File: src/rtl/dcb_pkg.sv
package dcb_pkg;

   // Saturation window of the running disparity
   localparam int DCB_DISP_HI = 7;
   localparam int DCB_DISP_LO = -6;

   // Meaning of the per-lane balance flag
   typedef enum logic {
      DCB_SENT_PLAIN  = 1'b0,
      DCB_SENT_INVERT = 1'b1
   } dcb_choice_e;

   // Signed width able to hold running value plus any single-word step
   function automatic int dcb_sum_width(input int word_w, input int hi, input int lo);
      return $clog2(hi - lo + 2 * word_w + 4) + 1;
   endfunction

endpackage

File: src/rtl/dcb_popcount.sv
module dcb_popcount #(
   parameter int WORD_W = 6,
   parameter int SW     = 6
) (
   input  logic [WORD_W-1:0]    word_i,
   output logic signed [SW-1:0] disp_o
);

   localparam logic [SW-1:0] WORD_W_V = SW'(WORD_W);

   logic [SW-1:0] ones;

   // ones minus zeros = 2*ones - width
   always_comb begin
      ones = '0;
      for (int b = 0; b < WORD_W; b++) begin
         ones = ones + SW'(word_i[b]);
      end
      disp_o = $signed(ones + ones) - $signed(WORD_W_V);
   end

endmodule

File: src/rtl/dcb_sat.sv
module dcb_sat #(
   parameter int SW = 6,
   parameter int HI = 7,
   parameter int LO = -6
) (
   input  logic signed [SW-1:0] sum_i,
   output logic signed [SW-1:0] sat_o
);

   localparam logic signed [SW-1:0] HI_V = SW'(HI);
   localparam logic signed [SW-1:0] LO_V = SW'(LO);

   generate
      if (HI == -LO) begin : g_sym
         // symmetric window: one magnitude compare against HI
         always_comb begin
            if (sum_i > HI_V)       sat_o = HI_V;
            else if (sum_i < -HI_V) sat_o = LO_V;
            else                    sat_o = sum_i;
         end
      end else begin : g_asym
         always_comb begin
            if (sum_i > HI_V)      sat_o = HI_V;
            else if (sum_i < LO_V) sat_o = LO_V;
            else                   sat_o = sum_i;
         end
      end
   endgenerate

endmodule

File: src/rtl/dcb_lane.sv
module dcb_lane
   import dcb_pkg::*;
#(
   parameter int WORD_W = 6,
   parameter int SW     = 6,
   parameter int HI     = DCB_DISP_HI,
   parameter int LO     = DCB_DISP_LO
) (
   input  logic              clk,
   input  logic              rst_n,
   input  logic              bal_en_i,
   input  logic              valid_i,
   input  logic [WORD_W-1:0] data_i,
   output logic [WORD_W-1:0] data_o,
   output logic              flag_o
);

   localparam logic signed [SW-1:0] ONE_V = SW'(1);
   localparam logic signed [SW-1:0] HI_V  = SW'(HI);
   localparam logic signed [SW-1:0] LO_V  = SW'(LO);

   logic signed [SW-1:0] word_disp;
   logic signed [SW-1:0] rd_q;
   logic signed [SW-1:0] step;
   logic signed [SW-1:0] rd_sum;
   logic signed [SW-1:0] rd_nxt;
   dcb_choice_e          choice;

   dcb_popcount #(.WORD_W(WORD_W), .SW(SW)) u_pop (
      .word_i (data_i),
      .disp_o (word_disp)
   );

   // polarity choice from running and word disparity signs
   always_comb begin
      if (((rd_q > 0) && (word_disp > 0)) || ((rd_q <= 0) && (word_disp < 0)))
         choice = DCB_SENT_INVERT;
      else
         choice = DCB_SENT_PLAIN;
   end

   // step includes the flag bit: plain adds d-1, inverted adds 1-d
   always_comb begin
      if (choice == DCB_SENT_INVERT) step = ONE_V - word_disp;
      else                           step = word_disp - ONE_V;
      rd_sum = rd_q + step;
   end

   dcb_sat #(.SW(SW), .HI(HI), .LO(LO)) u_sat (
      .sum_i (rd_sum),
      .sat_o (rd_nxt)
   );

   always_ff @(posedge clk or negedge rst_n) begin
      if (!rst_n) begin
         rd_q   <= '0;
         data_o <= '0;
         flag_o <= 1'b0;
      end else if (valid_i) begin
         if (bal_en_i) begin
            data_o <= (choice == DCB_SENT_INVERT) ? ~data_i : data_i;
            flag_o <= (choice == DCB_SENT_INVERT);
            rd_q   <= rd_nxt;
         end else begin
            data_o <= data_i;
            flag_o <= 1'b0;
         end
      end
   end

   p_bounds_r5: assert property (@(posedge clk) disable iff (!rst_n)
      (rd_q <= HI_V) && (rd_q >= LO_V));

   p_pos_inv_r2: assert property (@(posedge clk) disable iff (!rst_n)
      (valid_i && bal_en_i && (rd_q > 0) && (word_disp > 0)) |=> flag_o);

   p_neg_inv_r3: assert property (@(posedge clk) disable iff (!rst_n)
      (valid_i && bal_en_i && (rd_q <= 0) && (word_disp < 0)) |=> flag_o);

   p_zero_plain_r3: assert property (@(posedge clk) disable iff (!rst_n)
      (valid_i && bal_en_i && (word_disp == 0)) |=> !flag_o);

   p_restore_r1: assert property (@(posedge clk) disable iff (!rst_n)
      valid_i |=> ((data_o ^ {WORD_W{flag_o}}) == $past(data_i)));

   p_bypass_r6: assert property (@(posedge clk) disable iff (!rst_n)
      (valid_i && !bal_en_i) |=> (!flag_o && (data_o == $past(data_i)) && $stable(rd_q)));

   p_idle_hold_r8: assert property (@(posedge clk) disable iff (!rst_n)
      !valid_i |=> ($stable(rd_q) && $stable(data_o) && $stable(flag_o)));

endmodule

File: src/rtl/dcb_encoder.sv
module dcb_encoder
   import dcb_pkg::*;
#(
   parameter int NUM_LANES = 8,
   parameter int WORD_W    = 6,
   parameter int DISP_HI   = DCB_DISP_HI,
   parameter int DISP_LO   = DCB_DISP_LO
) (
   input  logic                          clk,
   input  logic                          rst_n,
   input  logic                          bal_en,
   input  logic                          in_valid,
   input  logic [NUM_LANES*WORD_W-1:0]   in_data,
   output logic                          out_valid,
   output logic [NUM_LANES*WORD_W-1:0]   out_data,
   output logic [NUM_LANES-1:0]          out_flag
);

   localparam int SW = dcb_sum_width(WORD_W, DISP_HI, DISP_LO);

   generate
      if (NUM_LANES < 1) begin : g_chk_lanes
         $error("dcb_encoder: NUM_LANES must be at least 1");
      end
      if (WORD_W < 1) begin : g_chk_width
         $error("dcb_encoder: WORD_W must be at least 1");
      end
      if (DISP_HI <= 0 || DISP_LO >= 0) begin : g_chk_window
         $error("dcb_encoder: window needs DISP_HI > 0 > DISP_LO");
      end
      if (2 * WORD_W >= (1 << (SW - 1))) begin : g_chk_sw
         $error("dcb_encoder: internal sum width too small");
      end
   endgenerate

   generate
      for (genvar ln = 0; ln < NUM_LANES; ln++) begin : g_lane
         dcb_lane #(
            .WORD_W (WORD_W),
            .SW     (SW),
            .HI     (DISP_HI),
            .LO     (DISP_LO)
         ) u_lane (
            .clk      (clk),
            .rst_n    (rst_n),
            .bal_en_i (bal_en),
            .valid_i  (in_valid),
            .data_i   (in_data[ln*WORD_W +: WORD_W]),
            .data_o   (out_data[ln*WORD_W +: WORD_W]),
            .flag_o   (out_flag[ln])
         );
      end
   endgenerate

   always_ff @(posedge clk or negedge rst_n) begin
      if (!rst_n) out_valid <= 1'b0;
      else        out_valid <= in_valid;
   end

   p_valid_on_r8: assert property (@(posedge clk) disable iff (!rst_n)
      in_valid |=> out_valid);

   p_valid_off_r8: assert property (@(posedge clk) disable iff (!rst_n)
      !in_valid |=> !out_valid);

   p_bypass_flags_r6: assert property (@(posedge clk) disable iff (!rst_n)
      (in_valid && !bal_en) |=> (out_flag == '0));

endmodule

File: config.mk
export PLATFORM = sky130hd
export DESIGN_NAME = dcb_encoder
export DESIGN_NICKNAME = d
export VERILOG_FILES = /design/src/rtl/dcb_pkg.sv /design/src/rtl/dcb_popcount.sv /design/src/rtl/dcb_sat.sv /design/src/rtl/dcb_lane.sv /design/src/rtl/dcb_encoder.sv
export SDC_FILE = /design/constraint.sdc
export NUM_CORES = 1
export LEC_CHECK = 0
export ABC_AREA = 1
export BUFFER_PORTS_ARGS = -buffer_cell sky130_fd_sc_hd__clkbuf_2
export CAP_MARGIN = 0
export CORE_MARGIN = 3
export CORE_UTILIZATION = 30
export DETAILED_ROUTE_END_ITERATION = 8
export GPL_TIMING_DRIVEN = 0
export MAX_ROUTING_LAYER = met4
export PLACE_DENSITY = 0.52
export REMOVE_ABC_BUFFERS = 1
export SYNTH_ARGS = -nofsm -noshare
export SYNTH_HDL_FRONTEND = slang
export SYNTH_HIERARCHICAL = 1
export SYNTH_SLANG_ARGS = --single-unit
File: constraint.sdc
create_clock -name clk -period 5.53 [get_ports clk]
set_input_delay 0.8295 -clock clk [delete_from_list [all_inputs] [get_ports clk]]
set_output_delay 0.8295 -clock clk [all_outputs]
set_load 0.02 [all_outputs]
Word-level counts from Yosys, hierarchy flattened

Index checks and enable logic that the tools add are counted.

Bits in registers: 105
Input bits: 52
Output and inout port bits: 57
Logic and storage cells: 242

Add/subtract/negate cells: 80
$lt $le $gt $ge: 48
Muxes and demuxes: 56
Bitwise gates (word level): 8
Reductions and logical operators: 25

Operator list:

| cell                  | number |
|---|---|
| $mux W6               | 40 |
| $add A6 B6 Y6         | 16 |
| $gt A6 B1 Y1 const B  | 16 |
| $add A5 B1 Y6         | 8 |
| $gt A6 B4 Y1 const B  | 8 |
| $le A6 B1 Y1 const B  | 8 |
| $lt A6 B1 Y1 const B  | 8 |
| $lt A6 B4 Y1 const B  | 8 |
| $not A6 Y6            | 8 |
| $sub A2 B6 Y6 const A | 8 |
| $sub A6 B2 Y6 const B | 8 |
| $sub A6 B4 Y6 const B | 8 |
| $add A4 B1 Y5         | 8 |
| $add A3 B1 Y4         | 8 |
| $add A2 B1 Y3         | 8 |
| $add A1 B1 Y2         | 8 |
| $logic_and A1 B1 Y1   | 16 |
| $mux W1               | 16 |
| $logic_or A1 B1 Y1    | 8 |
| $reduce_and A2 Y1     | 1 |

Longest topological paths before layout

Depth in word-level cells: 16
Depth in mapped cells: 36
Mapped depth without buffers: 36

Modules after synthesis

Netlist, hierarchy kept.

Modules (own cells, without submodules):

| module       | times used | cells each | area an instance (µm²) | sequential area each (µm²) |
|---|---|---|---|---|
| dcb_lane     | 8          | 144        | 1096.1                 | 325.3 |
| dcb_popcount | 8          | 18         | 151.4                  | 0.0 |
| dcb_sat      | 8          | 19         | 86.3                   | 0.0 |
| dcb_encoder  | 1          | 1          | 25.0                   | 25.0 |

Worst setup path before layout

Ideal clock, no wire load.

Path type: input-to-reg
Start point: in in_data[42]
End point: reg g_lane[7].u_lane.rd_q[2]
Setup time: 125 ps
Arrival: 5559 ps
Data required time: 5405 ps
Path slack: -153 ps
Cell stages on the path: 35
Path buffers: 0
Cells stage by stage: fa_1 > inv_1 > fa_1 > inv_1 > ha_1 > fa_1 > ha_1 > inv_1 > ha_1 > inv_1 > nor2_2 > nand3_2 > nand2_2 > nand3_4 > nand2_4 > nand2_1 > o21ai_0 > inv_1 > ha_1 > a21o_1 > nand2_1 > nand3_1 > nand2_1 > nand2_1 > inv_1 > nand2_1 > nand2_1 > inv_2 > nor2_1 > o21ai_1 > ha_1 > inv_1 > nand2_1 > nand2_1 > mux2_2

Word-level cells in the longest chain between the ends: 16
Elaborated cells between the ends (all ways): 21
Classes of those cells: add/sub (10); order compare (4); mux (4); reduce/logical (3)

RTL lines:

| item                              | RTL line           | source |
|---|---|---|
| start: declaration                | dcb_encoder.sv:13  | `input logic [NUM_LANES*WORD_W-1:0] in_data,` |
| $add A1 B1 Y2 (*)                 | dcb_popcount.sv:17 | `ones = ones + SW'(word_i[b]);` |
| $add A2 B1 Y3 (*)                 | dcb_popcount.sv:17 |  |
| $add A3 B1 Y4 (*)                 | dcb_popcount.sv:17 |  |
| $add A4 B1 Y5 (*)                 | dcb_popcount.sv:17 |  |
| $add A5 B1 Y6 (*)                 | dcb_popcount.sv:17 |  |
| $add A6 B6 Y6 (*)                 | dcb_popcount.sv:19 | `disp_o = $signed(ones + ones) - $signed(WORD_W_V);` |
| $sub A6 B4 Y6 (*)                 | dcb_popcount.sv:19 |  |
| via g_lane[7].u_lane.word_disp[3] | dcb_lane.sv:22     | `logic signed [SW-1:0] word_disp;` |
| (+3 left out)                     | n/a                |  |
| $mux W1                           | dcb_lane.sv:36     | `if (((rd_q > 0) && (word_disp > 0)) \|\| ((rd_q <= 0) && (word_disp < 0)))` |
| $mux W6 (*)                       | dcb_lane.sv:44     | `if (choice == DCB_SENT_INVERT) step = ONE_V - word_disp;` |
| $add A6 B6 Y6 (*)                 | dcb_lane.sv:46     | `rd_sum = rd_q + step;` |
| via g_lane[7].u_lane.rd_sum[5]    | dcb_lane.sv:25     | `logic signed [SW-1:0] rd_sum;` |
| $lt A6 B4 Y1                      | dcb_sat.sv:24      | `else if (sum_i < LO_V) sat_o = LO_V;` |
| $mux W6                           | dcb_sat.sv:24      |  |
| $mux W6 (*)                       | dcb_sat.sv:23      | `if (sum_i > HI_V) sat_o = HI_V;` |
| via g_lane[7].u_lane.rd_nxt[2]    | dcb_lane.sv:26     | `logic signed [SW-1:0] rd_nxt;` |
| end signal: assignment            | dcb_lane.sv:63     | `rd_q <= rd_nxt;` |
| end: declaration                  | dcb_lane.sv:23     | `logic signed [SW-1:0] rd_q;` |

The timed path passes the listed nets; every way through them passes the cells marked *.
A chain may end at the register's enable or synchronous reset.

Final worst setup path

Start point: in in_data[25]
End point: reg g_lane[4].u_lane.rd_q[0]

Word-level cells in the longest chain between the ends: 16
Elaborated cells between the ends (all ways): 21
Classes of those cells: add/sub (10); order compare (4); mux (4); reduce/logical (3)

RTL lines:

| item                              | RTL line |
|---|---|
| $add A1 B1 Y2 (*)                 | dcb_popcount.sv:17 |
| $add A2 B1 Y3 (*)                 | dcb_popcount.sv:17 |
| $add A3 B1 Y4 (*)                 | dcb_popcount.sv:17 |
| $add A4 B1 Y5 (*)                 | dcb_popcount.sv:17 |
| $add A5 B1 Y6 (*)                 | dcb_popcount.sv:17 |
| $add A6 B6 Y6 (*)                 | dcb_popcount.sv:19 |
| $sub A6 B4 Y6 (*)                 | dcb_popcount.sv:19 |
| via g_lane[4].u_lane.word_disp[3] | dcb_lane.sv:22 |
| (+3 left out)                     | n/a |
| $mux W1                           | dcb_lane.sv:36 |
| $mux W6 (*)                       | dcb_lane.sv:44 |
| $add A6 B6 Y6 (*)                 | dcb_lane.sv:46 |
| via g_lane[4].u_lane.rd_sum[5]    | dcb_lane.sv:25 |
| $lt A6 B4 Y1                      | dcb_sat.sv:24 |
| $mux W6                           | dcb_sat.sv:24 |
| $mux W6 (*)                       | dcb_sat.sv:23 |
| via g_lane[4].u_lane.rd_nxt[0]    | dcb_lane.sv:26 |
| end signal: assignment            | dcb_lane.sv:63 |
| end: declaration                  | dcb_lane.sv:23 |

Marks and branches as above.

==> flow_summary.json <==
{
  "synth_top_area_share_pct": 24.6,
  "synth_area_sq_um": 10700,
  "hold_path_class": "in2async",
  "gr-total-overflow": 0,
  "core_area_sq_um": 34800,
  "crit_required_ns": 5.77,
  "hold_violations": 0,
  "regToRegEndpoint": "g_lane[3].u_lane/rd_q[0]$_DFFE_PN0P_",
  "dp_hpwl_um": 19300,
  "area_growth_pct": 33.6,
  "drive_above_1_share_pct": 36.3,
  "clk_root_buffer_cell": "clkbuf_16",
  "wl_per_cell_um": 12.9,
  "maxSlewViolCount": 0,
  "final_util_pct": 41.1,
  "cts.hold.buffers_added": 0,
  "grt_first_pass_wirelength_um": 46200,
  "grt_use_total_pct": 14.8,
  "fin_ws_ns": -0.0304,
  "maxCapViolCount": 0,
  "die-area_sq_um": 38000,
  "clock_latency_ns": 0.37,
  "reg2reg_slack_ns": 2.08,
  "fin_crit_ns": 5.56,
  "vias": 9798,
  "io_pins": 109,
  "cts_tree": "built",
  "die_w_um": 195,
  "path_clk_slew_ns": 0.07,
  "crit_path_max_incr_delay_ns": 0.54,
  "slowest_stage": "fa_1",
  "mostFrequentLayoutCells": "272 x nand2_1, 202 x inv_1, 115 x buf_4",
  "crit_top_cell": "nand2_2",
  "setup.worst_path.class": "in2reg",
  "synthCells": 1449,
  "gp_congestion": 0.802,
  "synth_cell_types": 29,
  "yosysTopAreaCell": "dfrtp_1",
  "dpl_cell_area_sq_um": 11700,
  "yosysWarnings": 6,
  "fp.dieH_um": 195,
  "final_antenna_net_count": 0,
  "htreeDepth": 3,
  "critPathMaxFanout": 5,
  "crit_path_end_kind": "flip-flop",
  "grt_max_degree": 66,
  "ys_seq_area_share_pct": 24.6,
  "wl_um": 27500,
  "fmax_mhz": 180,
  "first_pass_iters": 4,
  "yosys-top-cells-area": "dfrtp_1 25%, ha_1 12%, nand2_1 12%",
  "outcome": "finished, violations left",
  "grt_pass1_vias": 9735,
  "fin_crit_sh_pct": 101,
  "cts_buffer_depth": 2,
  "tightestPinTransition_ns": 0.898,
  "fin_nets": 1858,
  "rr_startpoint": "g_lane[3].u_lane/rd_q[2]$_DFFE_PN0P_",
  "violations": "setup timing",
  "drcViolationCount": 0,
  "finClkSkew_ns": 0.0175,
  "setup_viol": 3,
  "startpoint_type": "primary input",
  "start_util_pct": 30.7,
  "r2r_cells": 25,
  "layout_commonest_cell": "nand2_1",
  "grt_setup_unrepaired": "yes",
  "synth_seq_cells": 105,
  "slew-limit-headroom_pct": 40.1,
  "antenna_found_initial": 1,
  "cts_num_sinks": 105,
  "cts_buffers": 9,
  "port_buffers": 108,
  "drt-initial-drc-count": 256,
  "viasPerCell": 4.60,
  "arrival_ns": 5.80,
  "final_cell_area_sq_um": 14300,
  "num-fill-cells": 3527,
  "synth.avg_cell_area_sq_um": 7.38,
  "row_count": 68
}
## layout make-up
type | instances | area (sq um) | area share [%]
multi-input cells | 1045 | 8010 | 56.0
flip-flops and latches | 105 | 2630 | 18.4
repair buffers | 237 | 1750 | 12.2
inverters | 272 | 1040 | 7.28
well taps | 455 | 569 | 3.98
clock buffers | 10 | 239 | 1.67
clock inverters | 6 | 61.3 | 0.429
diodes | 1 | 2.50 | 0.0175
## Yosys cell counts
library cell    n
nand2_2        24
inv_1         256
mux2i_1         8
dfrtp_1       105
a31oi_1         8
nor2_1        120
nand2_1       336
o21ai_2        16
a21oi_1        40
nor2_2          8
ha_1          104
mux2_2         24
fa_1           32
a21o_1          8
o21ai_1        16
buf_2          16
xor2_1         48
nand3_2        24
xnor2_1        32
nand3_1        72
buf_4           8
o21ai_0        32
clkbuf_1        8
nand3_4         8
a21oi_2         8
inv_2          16
conb_1          8
nand4_1        56
nand2_4         8
## critical path, delay by kind of cell
family,cells,cell delay [ns]
AND/OR/NAND/NOR,15,1.15
adder cells (fa/ha/maj),8,2.74
buffers and inverters,9,0.50
multiplexers,1,0.27
AO/OA/AOI/OAI,3,0.32
## how the worst max path moves through the flow
stage / from / end / cells after the start
6_report: in_data[25] / g_lane[4].u_lane/rd_q[0]$_DFFE_PN0P_ / 36
5_1_grt: in_data[25] / g_lane[4].u_lane/rd_q[0]$_DFFE_PN0P_ / 36
4_1_cts: in_data[19] / g_lane[3].u_lane/rd_q[0]$_DFFE_PN0P_ / 36
3_5_place_dp: in_data[18] / g_lane[3].u_lane/rd_q[0]$_DFFE_PN0P_ / 36
3_3_place_gp: in_data[36] / g_lane[6].u_lane/rd_q[2]$_DFFE_PN0P_ / 36
2_1_floorplan: in_data[42] / g_lane[7].u_lane/rd_q[2]$_DFFE_PN0P_ / 35
## cells by family (layout without fill, tap and decap cells)
logic type / count (synthesis) / after routing / share of synthesized area, %
adders and majority gates: 136 / 136 / 18.2
buffers and inverters: 304 / 525 / 11.1
xor gates and xnor gates: 80 / 80 / 6.55
AOI/OAI and AO/OA: 128 / 128 / 7.11
and+or+nand+nor: 656 / 661 / 28.9
muxes: 32 / 32 / 3.28
other: 8 / 9 / 0.281
DFF: 105 / 105 / 24.6
## repair_timing
item / in CTS / in global routing
setup buffers: 88 / 39
cloned: 5 / 0
pin swaps: 117 / 152
setup endpoints to repair: 39 / 40
gates resized for setup: 131 / 204
## layer usage
layer  global-route usage (%)  routed length [um]
met4                     2.80                 265
met5                        -                   0
met2                     24.7               13300
met3                     2.43                 880
met1                     19.0               13000
## sequential cells by signal, summed over array words and instances (netlist names)
name                  count
g_lane.u_lane/data_o     48
g_lane.u_lane/flag_o      8
g_lane.u_lane/rd_q       48
out_valid                 1
## per-stage QoR
| stage | worst slack [ns] | setup TNS, ns | cells | hold WS, ns |
|---|---|---|---|---|
| after floorplan | -0.151 | -2.99 | 1417 | 0.507 |
| after global placement | -0.735 | -23.86 | 1980 | 0.464 |
| after detailed placement | -0.803 | -25.20 | 1981 | 0.464 |
| after CTS | -0.0655 | -0.253 | 2090 | 0.426 |
| after global routing | -0.308 | -6.39 | 2131 | 0.434 |
| final | -0.0304 | -0.0566 | 2131 | 0.419 |
Power is left out: the tool's default activity adds up to more than one toggle a clock period on the data nets, which glitch-free logic cannot reach.
